[src/rtl/sram_ctl_pkg.sv]
package sram_ctl_pkg;

    typedef enum logic [2:0] {
        ST_IDLE  = 3'd0,
        ST_SETUP = 3'd1,
        ST_TURN  = 3'd2,
        ST_READ  = 3'd3,
        ST_WRITE = 3'd4,
        ST_RECOV = 3'd5
    } ctl_state_e;

    // Cycles needed to cover t_ns at a clock of clk_ns, at least one.
    function automatic int unsigned wait_cycles(input int unsigned t_ns,
                                                input int unsigned clk_ns);
        int unsigned c;
        c = (t_ns + clk_ns - 1) / clk_ns;
        return (c == 0) ? 1 : c;
    endfunction

    function automatic int unsigned max_of(input int unsigned a,
                                           input int unsigned b);
        return (a > b) ? a : b;
    endfunction

endpackage

[src/rtl/sram_wait_timer.sv]
module sram_wait_timer #(
    parameter int unsigned CW = 4
) (
    input  logic          clk,
    input  logic          rst_n,
    input  logic          load,
    input  logic [CW-1:0] load_val,
    output logic          expired
);
    logic [CW-1:0] cnt_d, cnt_q;

    always_comb begin
        cnt_d = cnt_q;
        if (load)
            cnt_d = load_val;
        else if (cnt_q != '0)
            cnt_d = cnt_q - 1'b1;
    end

    always_ff @(posedge clk or negedge rst_n) begin
        if (!rst_n) cnt_q <= '0;
        else        cnt_q <= cnt_d;
    end

    assign expired = (cnt_q == '0);

endmodule

[src/rtl/sram_bus_guard.sv]
module sram_bus_guard #(
    parameter int unsigned N_HZ = 3
) (
    input  logic clk,
    input  logic rst_n,
    input  logic release_i,   // read strobes released this edge
    output logic write_ok_o,  // driver may turn on at the coming edge
    output logic quiet_o      // float window fully elapsed
);
    localparam int unsigned HW = $clog2(N_HZ + 1);

    logic [HW-1:0] hz_d, hz_q;

    always_comb begin
        hz_d = hz_q;
        if (release_i)
            hz_d = HW'(N_HZ);
        else if (hz_q != '0)
            hz_d = hz_q - 1'b1;
    end

    always_ff @(posedge clk or negedge rst_n) begin
        if (!rst_n) hz_q <= '0;
        else        hz_q <= hz_d;
    end

    assign write_ok_o = (hz_q <= HW'(1));
    assign quiet_o    = (hz_q == '0);

    AST_GUARD_RANGE: assert property (@(posedge clk) disable iff (!rst_n)
        hz_q <= HW'(N_HZ));

    AST_GUARD_COUNTS: assert property (@(posedge clk) disable iff (!rst_n)
        (!release_i && hz_q != '0) |=> (hz_q == $past(hz_q) - 1'b1));

endmodule

[src/rtl/sram_rd_capture.sv]
module sram_rd_capture #(
    parameter int unsigned DW = 8
) (
    input  logic          clk,
    input  logic          rst_n,
    input  logic          take,
    input  logic [DW-1:0] din,
    output logic [DW-1:0] rdata,
    output logic          rvalid
);
    logic [DW-1:0] data_d, data_q;
    logic          vld_d, vld_q;

    always_comb begin
        data_d = take ? din : data_q;
        vld_d  = take;
    end

    always_ff @(posedge clk or negedge rst_n) begin
        if (!rst_n) begin
            data_q <= '0;
            vld_q  <= 1'b0;
        end else begin
            data_q <= data_d;
            vld_q  <= vld_d;
        end
    end

    assign rdata  = data_q;
    assign rvalid = vld_q;

    AST_RVALID_PULSE: assert property (@(posedge clk) disable iff (!rst_n)
        vld_q |=> !vld_q);

endmodule

[src/rtl/sram_seq_ctrl.sv]
module sram_seq_ctrl
    import sram_ctl_pkg::*;
#(
    parameter int unsigned ADDR_W        = 19,
    parameter int unsigned DATA_W        = 8,
    parameter int unsigned CLK_PERIOD_NS = 8,
    parameter int unsigned T_RC_NS       = 55,
    parameter int unsigned T_AA_NS       = 55,
    parameter int unsigned T_ACE_NS      = 55,
    parameter int unsigned T_OE_NS       = 30,
    parameter int unsigned T_HZ_NS       = 20,
    parameter int unsigned T_WC_NS       = 55,
    parameter int unsigned T_WP_NS       = 45,
    parameter int unsigned T_AW_NS       = 50,
    parameter int unsigned T_CW_NS       = 50,
    parameter int unsigned T_DW_NS       = 25
) (
    input  logic              clk,
    input  logic              rst_n,
    input  logic              req_valid,
    output logic              req_ready,
    input  logic              req_we,
    input  logic [ADDR_W-1:0] req_addr,
    input  logic [DATA_W-1:0] req_wdata,
    output logic              rd_valid,
    output logic [DATA_W-1:0] rd_data,
    output logic              wr_done,
    output logic [ADDR_W-1:0] mem_addr,
    output logic              mem_ce_n,
    output logic              mem_we_n,
    output logic              mem_oe_n,
    output logic [DATA_W-1:0] mem_dq_out,
    output logic              mem_dq_oe,
    input  logic [DATA_W-1:0] mem_dq_in
);
    // Phase lengths in cycles
    localparam int unsigned N_RD = max_of(
        max_of(wait_cycles(T_RC_NS, CLK_PERIOD_NS), wait_cycles(T_AA_NS, CLK_PERIOD_NS)),
        max_of(wait_cycles(T_ACE_NS, CLK_PERIOD_NS), wait_cycles(T_OE_NS, CLK_PERIOD_NS)));
    localparam int unsigned N_WR = max_of(
        max_of(max_of(wait_cycles(T_WC_NS, CLK_PERIOD_NS), wait_cycles(T_WP_NS, CLK_PERIOD_NS)),
               max_of(wait_cycles(T_AW_NS, CLK_PERIOD_NS), wait_cycles(T_CW_NS, CLK_PERIOD_NS))),
        wait_cycles(T_DW_NS, CLK_PERIOD_NS));
    localparam int unsigned N_HZ  = wait_cycles(T_HZ_NS, CLK_PERIOD_NS);
    localparam int unsigned N_MAX = max_of(N_RD, N_WR);
    localparam int unsigned CW    = $clog2(N_MAX + 1);

    typedef struct packed {
        ctl_state_e        state;
        logic              ce_n;
        logic              we_n;
        logic              oe_n;
        logic              drv;
        logic              is_wr;
        logic              wdone;
        logic [ADDR_W-1:0] addr;
        logic [DATA_W-1:0] wdata;
    } ctl_t;

    ctl_t          ctl_d, ctl_q;
    logic          tmr_load;
    logic [CW-1:0] tmr_val;
    logic          tmr_expired;
    logic          cap_take;
    logic          hz_release;
    logic          write_ok;
    logic          bus_quiet;

    sram_wait_timer #(.CW(CW)) u_timer (
        .clk      (clk),
        .rst_n    (rst_n),
        .load     (tmr_load),
        .load_val (tmr_val),
        .expired  (tmr_expired)
    );

    sram_bus_guard #(.N_HZ(N_HZ)) u_guard (
        .clk        (clk),
        .rst_n      (rst_n),
        .release_i  (hz_release),
        .write_ok_o (write_ok),
        .quiet_o    (bus_quiet)
    );

    sram_rd_capture #(.DW(DATA_W)) u_capture (
        .clk    (clk),
        .rst_n  (rst_n),
        .take   (cap_take),
        .din    (mem_dq_in),
        .rdata  (rd_data),
        .rvalid (rd_valid)
    );

    always_comb begin
        ctl_d      = ctl_q;
        ctl_d.wdone = 1'b0;
        tmr_load   = 1'b0;
        tmr_val    = '0;
        cap_take   = 1'b0;
        hz_release = 1'b0;

        unique case (ctl_q.state)
            ST_IDLE: begin
                if (req_valid) begin
                    ctl_d.addr  = req_addr;
                    ctl_d.wdata = req_wdata;
                    ctl_d.is_wr = req_we;
                    ctl_d.state = ST_SETUP;
                end
            end
            ST_SETUP, ST_TURN: begin
                if (!ctl_q.is_wr) begin
                    ctl_d.state = ST_READ;
                    ctl_d.ce_n  = 1'b0;
                    ctl_d.oe_n  = 1'b0;
                    tmr_load    = 1'b1;
                    tmr_val     = CW'(N_RD - 1);
                end else if (write_ok) begin
                    ctl_d.state = ST_WRITE;
                    ctl_d.ce_n  = 1'b0;
                    ctl_d.we_n  = 1'b0;
                    ctl_d.drv   = 1'b1;
                    tmr_load    = 1'b1;
                    tmr_val     = CW'(N_WR - 1);
                end else begin
                    ctl_d.state = ST_TURN;
                end
            end
            ST_READ: begin
                if (tmr_expired) begin
                    ctl_d.state = ST_IDLE;
                    ctl_d.ce_n  = 1'b1;
                    ctl_d.oe_n  = 1'b1;
                    cap_take    = 1'b1;
                    hz_release  = 1'b1;
                end
            end
            ST_WRITE: begin
                if (tmr_expired) begin
                    ctl_d.state = ST_RECOV;
                    ctl_d.ce_n  = 1'b1;
                    ctl_d.we_n  = 1'b1;
                end
            end
            ST_RECOV: begin
                ctl_d.state = ST_IDLE;
                ctl_d.drv   = 1'b0;
                ctl_d.wdone = 1'b1;
            end
            default: begin
                ctl_d.state = ST_IDLE;
                ctl_d.ce_n  = 1'b1;
                ctl_d.we_n  = 1'b1;
                ctl_d.oe_n  = 1'b1;
                ctl_d.drv   = 1'b0;
            end
        endcase
    end

    always_ff @(posedge clk or negedge rst_n) begin
        if (!rst_n) begin
            ctl_q       <= '0;
            ctl_q.state <= ST_IDLE;
            ctl_q.ce_n  <= 1'b1;
            ctl_q.we_n  <= 1'b1;
            ctl_q.oe_n  <= 1'b1;
        end else begin
            ctl_q <= ctl_d;
        end
    end

    assign req_ready  = (ctl_q.state == ST_IDLE);
    assign wr_done    = ctl_q.wdone;
    assign mem_addr   = ctl_q.addr;
    assign mem_ce_n   = ctl_q.ce_n;
    assign mem_we_n   = ctl_q.we_n;
    assign mem_oe_n   = ctl_q.oe_n;
    assign mem_dq_out = ctl_q.wdata;
    assign mem_dq_oe  = ctl_q.drv;

    AST_IDLE_STANDBY: assert property (@(posedge clk) disable iff (!rst_n)
        (ctl_q.state == ST_IDLE) |-> (mem_ce_n && mem_we_n && mem_oe_n && !mem_dq_oe));

    AST_ADDR_QUIET: assert property (@(posedge clk) disable iff (!rst_n)
        (mem_addr != $past(mem_addr)) |->
            (mem_ce_n && mem_we_n && $past(mem_ce_n) && $past(mem_we_n)));

    AST_WRITE_SHAPE: assert property (@(posedge clk) disable iff (!rst_n)
        !mem_we_n |-> (!mem_ce_n && mem_oe_n && mem_dq_oe));

    AST_WDATA_STEADY: assert property (@(posedge clk) disable iff (!rst_n)
        (!mem_we_n && !$past(mem_we_n)) |-> $stable(mem_dq_out));

    AST_DATA_HOLD: assert property (@(posedge clk) disable iff (!rst_n)
        $rose(mem_we_n) |-> mem_dq_oe);

    AST_TURN_WAIT: assert property (@(posedge clk) disable iff (!rst_n)
        $rose(mem_dq_oe) |-> bus_quiet);

    AST_BUSY_NOT_READY: assert property (@(posedge clk) disable iff (!rst_n)
        (req_valid && req_ready) |=> !req_ready);

    AST_NO_CONTENTION: assert property (@(posedge clk) disable iff (!rst_n)
        mem_dq_oe |-> mem_oe_n);

endmodule

[config.mk]
export PLATFORM = sky130hd
export DESIGN_NAME = sram_seq_ctrl
export DESIGN_NICKNAME = d
export VERILOG_FILES = /design/src/rtl/sram_ctl_pkg.sv /design/src/rtl/sram_wait_timer.sv /design/src/rtl/sram_bus_guard.sv /design/src/rtl/sram_rd_capture.sv /design/src/rtl/sram_seq_ctrl.sv
export SDC_FILE = /design/constraint.sdc
export NUM_CORES = 1
export LEC_CHECK = 0
export ABC_AREA = 1
export BUFFER_PORTS_ARGS = -buffer_cell sky130_fd_sc_hd__buf_4
export CORE_MARGIN = 3
export CORE_UTILIZATION = 45
export CTS_CLUSTER_DIAMETER = 80
export DETAILED_ROUTE_END_ITERATION = 16
export HOLD_SLACK_MARGIN = 0.03
export PLACE_DENSITY = 0.81
export SLEW_MARGIN = 10
export SYNTH_ARGS = -nofsm -noshare
export SYNTH_HDL_FRONTEND = slang
export SYNTH_HIERARCHICAL = 1
export SYNTH_SLANG_ARGS = --single-unit
[constraint.sdc]
create_clock -name clk -period 1.5 [get_ports clk]
set_input_delay 0 -clock clk [delete_from_list [all_inputs] [get_ports clk]]
set_output_delay 0 -clock clk [all_outputs]
set_load 0.005 [all_outputs]
==> impl_metrics.ini <==
[die]
num_rows = 26
die_area_mm2 = 0.006323
core_mm2 = 0.005172
start_util_pct = 47.02
dieWidth_um = 79.52
num_io_pins = 81
die_y_um = 79.52

[hold_path]
min_to = mem_addr[9]
holdPathStages = 3
hold_class = in -> reg
hold_start = req_valid

[logic_synthesis]
synth_area_per_cell_um2 = 8.330
synthesis.area_mm2 = 0.002432
syn_inst = 292
synthDistinctLibCells = 21
ys_ff_latch = 50
syn_nets = 335
yosys_warnings = 6
yosysSeqAreaShare_pct = 51.59

[routing]
drtAntennaViolNets = 0
wl_per_cell_um = 13.10
drt-vias-per-instance = 4.711
drt_iter0_drc = 60
dr.pass1.iters = 4
drt-total-wl_um = 6172
drc = 0
via_count = 2219

[grt]
grt_overflow = 0
grt_first_pass_wirelength_um = 9501
grt_use_total_pct = 19.01
grt_pass1_vias = 2170
antenna_found_initial = 0
grt_max_degree = 51

[timing]
hold_ws_ns = 0.1085
worst_clock_skew_ns = 0.007335
worst_pin_slew_ns = 0.6291
finalCriticalPeriod_ns = 1.522
finalCritPeriodShare_pct = 101.5
setup_ws_ns = -0.02225
final_hold_viol_count = 0
report.final.slew_viol_count = 0
fmax_mhz = 656.9
rsz0062_at_grt = true
setup_viol = 3
slew-limit-headroom_pct = 58.06

[status]
violations = negative setup slack
outcome = finished, violations left

[layout]
syn_to_final_growth_pct = 49.23
seq_area_mm2 = 0.001257
stdcell_count = 471
final_area_mm2 = 0.003630
fin_util_pct = 70.17
layout_common_cells = nand2_1 (101), buf_4 (94), dfrtp_1 (45), dlygate4sd3_1 (37), nand3_1 (34)
nFillCells = 387
final_common_cell = nand2_1
drive_gt1_share_pct = 37.66
nets = 443
multi_input_area_um2 = 910.9
num_antenna_cells = 0

[placement]
place_congestion = 0.8013
placed_area_mm2 = 0.002922
hpwlAfterDp_um = 3724
io_buffers = 80
dp_cells = 413

[clock_network]
clock_latency_ns = 0.30
cts_tree = yes
cts_max_level = 2
numCtsBuffers = 5
root_buffer = clkbuf_8
clock_path_buffers = 2
path_clk_slew_ns = 0.09
cts_num_sinks = 50

[critical_path]
cp_common_cell = inv_2
crit_buf_inv = 5
r2r_cells = 10
crit_path_end_kind = register
worst-endpoint-required_ns = 1.69
worstSetupStartpointType = register
path_cells = inv_2 -> ha_4 -> inv_4 -> nor2_4 -> inv_2 -> nor3_4 -> buf_6 -> clkinv_8 -> nand2_2 -> nand2_1
crit_arrival_ns = 1.71
r2r-end = u_capture/rdata[5]
crit_type = reg -> reg
r2r_slack_ns = -0.02
critPathTopFamily = buffers and inverters
r2r-start = u_timer/cnt_q[1]
slowest_stage = dfrtp_1
critPathMaxStageDelay_ns = 0.40
worstPathMaxFanout = 8

[power_and_ir_drop]
leakage_nw = 1.939
power_w = 0.007142
vdd_drop_max_mv = 1.168
powerDensity_mw_per_mm2 = 1968

[run]
maxCapViolCount = 0
[worst min-delay path: stages]
cell     delay [ns]
buf_4          0.21
nand3_1        0.11
nand2_1        0.05
[stage by stage]
stage / setup TNS, ns / worst slack [ns]
2_1_floorplan: 0 / 0.0009156
3_3_place_gp: -0.01880 / -0.01880
3_5_place_dp: -0.5254 / -0.06275
4_1_cts: 0 / 0.005514
5_1_grt: -0.7682 / -0.09343
6_report: -0.03293 / -0.02225
[repair_timing]
item,CTS,global route
pin swaps,6,8
hold endpoints to repair,83,0
gates cloned,2,0
hold buffers,37,0
gates resized for setup,16,34
buffers inserted,5,6
endpoints found under the setup margin,12,16
[synthesized netlist by cell type]
library cell | count | area, um2
dfstp_2 | 3 | 78.83
inv_1 | 21 | 78.83
buf_6 | 5 | 56.30
or2_1 | 1 | 6.260
or2_2 | 2 | 12.51
a21oi_1 | 3 | 15.01
o21ai_0 | 5 | 25.02
nand2_2 | 2 | 12.51
dfrtp_1 | 47 | 1176
inv_2 | 3 | 11.26
conb_1 | 1 | 3.750
nor2_1 | 8 | 30.03
ha_1 | 4 | 50.05
nor2_2 | 1 | 6.260
nand4_1 | 4 | 25.02
buf_2 | 4 | 20.02
nand2_1 | 114 | 427.9
nor3_1 | 1 | 5.000
nand3_1 | 34 | 170.2
buf_4 | 28 | 210.2
nor2_4 | 1 | 11.26
[per-layer routing]
metal | wire length (um) | vias up | GRT usage, %
met4 | 51 | 0 | 4.983
met5 | 0 | - | 0
met2 | 3376 | 76 | 36.64
met1 | 2460 | 1039 | 21.11
met3 | 282 | 6 | 3.499
li1 | - | 1098 | -
[report_power, final]
part           internal [W]  switching [W]
Combinational       0.00188        0.00187
Clock              0.000491       0.000429
Sequential          0.00203       0.000445
Total               0.00440        0.00274
[layout make-up]
type | instances | area share (%)
inverter | 24 | 3.033
timing repair buffer | 137 | 31.82
clock buffer | 5 | 1.896
clock inverter | 3 | 1.103
tap | 70 | 2.413
sequential | 50 | 34.64
multi-input combinational | 182 | 25.09
[worst max path at each step]
stage | startpoint | end | slack [ns] | cells past startpoint
after floorplan | u_guard/hz_q[0] | u_timer/cnt_q[1] | 0.0009 | 9
after global placement | u_guard/hz_q[0] | u_timer/cnt_q[1] | -0.02 | 9
after detailed placement | u_timer/cnt_q[0] | u_capture/rdata[1] | -0.06 | 10
after CTS | ctl_q[34] | req_ready | 0.006 | 5
after global routing | u_timer/cnt_q[1] | u_capture/rdata[5] | -0.09 | 10
final | u_timer/cnt_q[1] | u_capture/rdata[5] | -0.02 | 10
[kinds of logic after synthesis]
kind of cell,count (synthesis),synth area share (%)
flip-flops,50,51.59
other,1,0.1542
AO/OA/AOI/OAI,8,1.646
buffers and inverters,61,15.48
AND/OR/NAND/NOR,168,29.06
adder cells (fa/ha/maj),4,2.058
[sequential cells by signal, indices dropped and copies added, names as in the netlist, 2 cells and up]
signal and flops:
u_timer/cnt_q 3, mem_addr 19, ctl_q 4, mem_dq_out 8, u_guard/hz_q 2, u_capture/rdata 8
(Power assumes the default switching activity.)
